### src/rtl/bitband_bridge.sv
module bitband_bridge #(
  parameter logic [31:0] BASE_ADDR = 32'h2000_0000,
  parameter int          WIN_BITS  = 25
) (
  input  logic        clk,
  input  logic        rst_n,
  input  logic        up_valid,
  output logic        up_ready,
  input  logic [31:0] up_addr,
  input  logic [1:0]  up_size,
  input  logic        up_write,
  input  logic [31:0] up_wdata,
  output logic [31:0] up_rdata,
  output logic        dn_valid,
  input  logic        dn_ready,
  output logic [31:0] dn_addr,
  output logic [1:0]  dn_size,
  output logic        dn_write,
  output logic [31:0] dn_wdata,
  input  logic [31:0] dn_rdata,
  output logic        dn_lock
);
  localparam int          SHIFT    = 5;
  localparam logic [31:0] WIN_MASK = (32'd1 << WIN_BITS) - 32'd1;

  typedef enum logic [1:0] {S_IDLE, S_READ, S_WB, S_RESP} st_t;

  st_t         state;
  logic [31:0] off, tgt, tgt_al;
  logic [4:0]  bidx;
  logic [31:0] addr_q, rd_q, mask;
  logic [1:0]  size_q;
  logic [4:0]  bit_q;
  logic        wr_q, set_q, hit_q;

  assign off = up_addr & WIN_MASK;
  assign tgt = BASE_ADDR | (off >> SHIFT);

  always_comb begin
    case (up_size)
      2'd0:    begin tgt_al = tgt;                 bidx = {2'b00, up_addr[4:2]}; end
      2'd1:    begin tgt_al = {tgt[31:1], 1'b0};   bidx = {1'b0, up_addr[5:2]};  end
      default: begin tgt_al = {tgt[31:2], 2'b00};  bidx = up_addr[6:2];          end
    endcase
  end

  assign mask = 32'd1 << bit_q;

  always_ff @(posedge clk) begin
    if (!rst_n) begin
      state  <= S_IDLE;
      addr_q <= '0;
      size_q <= '0;
      bit_q  <= '0;
      wr_q   <= 1'b0;
      set_q  <= 1'b0;
      hit_q  <= 1'b0;
      rd_q   <= '0;
    end else begin
      case (state)
        S_IDLE: if (up_valid) begin
          addr_q <= tgt_al;
          size_q <= up_size;
          bit_q  <= bidx;
          wr_q   <= up_write;
          set_q  <= up_wdata[0];
          state  <= S_READ;
        end
        S_READ: if (dn_ready) begin
          rd_q  <= dn_rdata;
          hit_q <= |(dn_rdata & mask);
          state <= wr_q ? S_WB : S_RESP;
        end
        S_WB:    if (dn_ready) state <= S_RESP;
        default: state <= S_IDLE;
      endcase
    end
  end

  assign dn_valid = (state == S_READ) || (state == S_WB);
  assign dn_write = (state == S_WB);
  assign dn_lock  = wr_q && dn_valid;
  assign dn_addr  = addr_q;
  assign dn_size  = size_q;
  assign dn_wdata = set_q ? (rd_q | mask) : (rd_q & ~mask);
  assign up_ready = (state == S_RESP);
  assign up_rdata = {31'd0, hit_q & ~wr_q};
endmodule


### config.mk
export PLATFORM = sky130hd
export DESIGN_NAME = bitband_bridge
export DESIGN_NICKNAME = d
export VERILOG_FILES = /design/src/rtl/bitband_bridge.sv
export SDC_FILE = /design/constraint.sdc
export NUM_CORES = 1
export LEC_CHECK = 0
export BUFFER_PORTS_ARGS = -buffer_cell sky130_fd_sc_hd__buf_2
export CAP_MARGIN = 10
export CORE_MARGIN = 2
export CORE_UTILIZATION = 49
export DETAILED_ROUTE_END_ITERATION = 16
export PLACE_DENSITY = 0.87
export SLEW_MARGIN = 20
export SYNTH_ARGS = -nofsm -noshare
export SYNTH_HDL_FRONTEND = slang
export SYNTH_SLANG_ARGS = --single-unit
### constraint.sdc
create_clock -name clk -period 3.4 [get_ports clk]
set_input_delay 0.51 -clock clk [delete_from_list [all_inputs] [get_ports clk]]
set_output_delay 0.51 -clock clk [all_outputs]
set_load 0.01 [all_outputs]
==> results.py <==
metrics = {
    "status": {
        "status": "completed",
    },
    "routing": {
        "ant_nets": 0,
        "avgViaCountPerCell": 5.226,
        "wl_per_cell_um": 14.38,
        "wirelength_um": 10010,
        "route.vias.total": 3637,
        "first_iter_violations": 225,
        "drt_pass1_iterations": 7,
        "route.detailed.drc": 0,
    },
    "timing": {
        "rsz0062_at_grt": "no",
        "tightest_slew_ps": 1064,
        "timing.fmax_ghz": 0.3271,
        "min_period_ps": 3057,
        "finClkSkew_ps": 7.578,
        "maxSlewHeadroom_pct": 28.96,
        "drv_slew": 0,
        "setup_viol": 0,
        "period_share_pct": 89.91,
        "tns_ps": 0,
        "hold_viol": 0,
        "finalWorstSetupSlack_ps": 343.0,
    },
    "clock_tree": {
        "root_buffer": "clkbuf_8",
        "ctsResizeCount": 0,
        "cts-buffers-inserted": 9,
        "htree_levels": 3,
        "cts_tree": "done",
        "cts_buffer_depth": 2,
        "clk_latency_ps": 340,
        "hold_buffers": 0,
        "clock_sink_count": 65,
        "post-cts-setup-buffer-count": 0,
        "clk_pin_slew_ps": 70,
    },
    "placement": {
        "dp_slack_ps": 760.6,
        "placedCellCount": 680,
        "globalplace.congestion": 0.8857,
        "dp_hpwl_um": 7147,
        "io_buffers": 122,
    },
    "final_layout": {
        "antennaDiodeCount": 0,
        "multi_input_comb_area_sq_um": 2172,
        "n_fill_cell": 714,
        "drive_above_1_share_pct": 30.13,
        "instances_no_fill": 696,
        "layout.nets": 696,
        "final-seq-area_sq_um": 1301,
        "fin_util_pct": 58.97,
        "areaGrowthSynthToFinish_pct": 18.40,
    },
    "min_path": {
        "hp-class": "in -> reg",
    },
    "synth": {
        "avgSynthCellArea_sq_um": 7.853,
        "yosys_warnings": 0,
        "synth_cells": 485,
        "synth.distinct_cells": 41,
        "seq_area_frac_synth_pct": 34.17,
        "synth_seq_cells": 65,
        "netlist_area_sq_um": 3809,
    },
    "grt": {
        "grt_start_max_net_pins": 66,
        "gr-total-overflow": 0,
        "grt_pass1_vias": 3335,
        "antenna_found_initial": 0,
        "gr-usage-all-layers_pct": 23.54,
        "grt_pass1_wl_um": 15880,
    },
    "worst_setup_path": {
        "critPathCaptureType": "primary output",
        "crit_chain": "inv_1 -> nor3_1 -> nand3_1 -> mux2_2 -> buf_2",
        "start_kind": "register",
        "cp.arrival_ps": 2550,
        "cpMaxStageDelayCell": "dfxtp_1",
        "reg2reg_slack_ps": 1290,
        "crit_fanout": 19,
        "path_class": "reg -> out",
        "max_stage_delay_ps": 740,
        "required_ps": 2890,
    },
    "power": {
        "cellPowerDensity_nw_per_um2": 576.6,
        "finalPower_mw": 2.600,
        "p_leak_nw": 2.004,
        "ir_drop_uv": 246.0,
    },
    "die": {
        "core_sq_um": 7647,
        "num_rows": 32,
        "fp.dieW_um": 92.17,
        "dieArea_sq_um": 8494,
        "io_pins": 205,
        "fp.dieH_um": 92.17,
        "initial_core_util_pct": 49.80,
    },
    "flow_run": {
        "cap_viol_max_count": 0,
    },
}
==> flip-flops by register name, summed over array words and instances, names as in the netlist <==
name,flops
bit_q,5
dn_addr,21
dn_size,2
hit_q,1
rd_q,32
set_q,1
state,2
wr_q,1
==> worst max-delay path, delay by kind of cell (launching register included) <==
kind / cells / cell delay [ps]
flip-flops: 1 / 740
AND/OR/NAND/NOR: 2 / 720
buffers and inverters: 2 / 400
multiplexers: 1 / 330
==> logic make-up (layout without fill, tap and decap cells) <==
group	after synthesis	in the layout	synth area share, %
multiplexers	38	38	11.04
other	1	42	0.09846
adder cells (fa/ha/maj)	4	4	1.314
buffers and inverters	84	152	12.84
AND/OR/NAND/NOR	203	203	23.32
AO/OA/AOI/OAI	90	90	17.21
flip-flops	65	65	34.17
==> Yosys cell counts <==
| cell type | count | area (sq um) |
|---|---|---|
| conb_1 | 1 | 3.750 |
| o32ai_1 | 1 | 8.760 |
| and3b_1 | 1 | 8.760 |
| and3_1 | 1 | 6.260 |
| nor3b_1 | 6 | 45.04 |
| nor3_1 | 7 | 35.03 |
| a311oi_1 | 1 | 8.760 |
| buf_4 | 42 | 315.3 |
| ha_1 | 4 | 50.05 |
| a2111oi_0 | 1 | 8.760 |
| a2111oi_2 | 1 | 15.01 |
| or3_1 | 2 | 12.51 |
| buf_2 | 7 | 35.03 |
| o21ai_0 | 5 | 25.02 |
| a211oi_1 | 3 | 22.52 |
| inv_1 | 6 | 22.52 |
| nor2b_1 | 4 | 25.02 |
| nor4b_1 | 2 | 17.52 |
| a21o_1 | 1 | 7.510 |
| nand2b_1 | 2 | 12.51 |
| mux2_2 | 32 | 360.4 |
| a21boi_0 | 61 | 457.9 |
| nand3b_1 | 8 | 60.06 |
| o211ai_1 | 1 | 7.510 |
| a31oi_1 | 7 | 43.79 |
| nor2_1 | 17 | 63.81 |
| and4_1 | 1 | 8.760 |
| nand2_1 | 140 | 525.5 |
| and2_1 | 3 | 18.77 |
| a22oi_1 | 1 | 7.510 |
| or3b_1 | 1 | 8.760 |
| o31ai_1 | 1 | 7.510 |
| buf_6 | 1 | 11.26 |
| clkbuf_1 | 27 | 101.4 |
| o22ai_1 | 2 | 12.51 |
| buf_1 | 1 | 3.750 |
| mux2i_1 | 6 | 60.06 |
| a21oi_1 | 3 | 15.01 |
| nand3_1 | 8 | 40.04 |
| dfxtp_1 | 65 | 1301 |
| o21a_1 | 1 | 7.510 |
==> cells in the final DEF, fill, tap and decap left out, types with 12 or more instances in the layout <==
cell      instances
clkbuf_8         12
conb_1           42
nor2_1           17
nand2_1         140
a21boi_0         61
buf_2           122
dfxtp_1          65
mux2_2           32
==> routing by layer <==
metal	global-route usage, %	part of all wire, %	vias to the layer above
li1	-	-	1748
met1	27.94	40	1666
met2	39.64	49	198
met3	5.998	8.5	25
met4	11.19	3.1	0
met5	0	0	-
==> path summary, 6_finish.rpt <==
check                               start                       to  depth (start not counted)
hold reg to reg   dn_addr[3]$_SDFFE_PN0P_  dn_addr[3]$_SDFFE_PN0P_                          2
hold / removal                   up_write        wr_q$_SDFFE_PN0P_                          3
setup / recovery    bit_q[3]$_SDFFE_PN0P_             dn_wdata[25]                          5
setup reg to reg    bit_q[1]$_SDFFE_PN0P_       hit_q$_SDFFE_PN0P_                          6
==> stage by stage <==
stage	hold slack [ps]	area, sq um
final	413.5	4509
after global placement	447.2	4294
after floorplan	440.0	3963
after CTS	401.8	4509
after global routing	405.2	4509
after detailed placement	455.8	4294
==> power breakdown <==
group / leakage [nW] / internal, mW / switching, mW / total [mW]
combinational: 1.37 / 0.357 / 0.517 / 0.874
sequential: 0.530 / 0.889 / 0.137 / 1.03
clock: 0.105 / 0.397 / 0.302 / 0.700
==> area by class of cell <==
| class | count | share of cell area, % |
|---|---|---|
| Tap cell | 102 | 2.830 |
| Timing Repair Buffer | 130 | 14.87 |
| Clock inverter | 4 | 1.110 |
| Multi-Input combinational cell | 377 | 48.17 |
| Inverter | 6 | 0.4994 |
| Sequential cell | 65 | 28.86 |
| Clock buffer | 12 | 3.663 |
No activity file was read; power rests on OpenSTA's default activity.
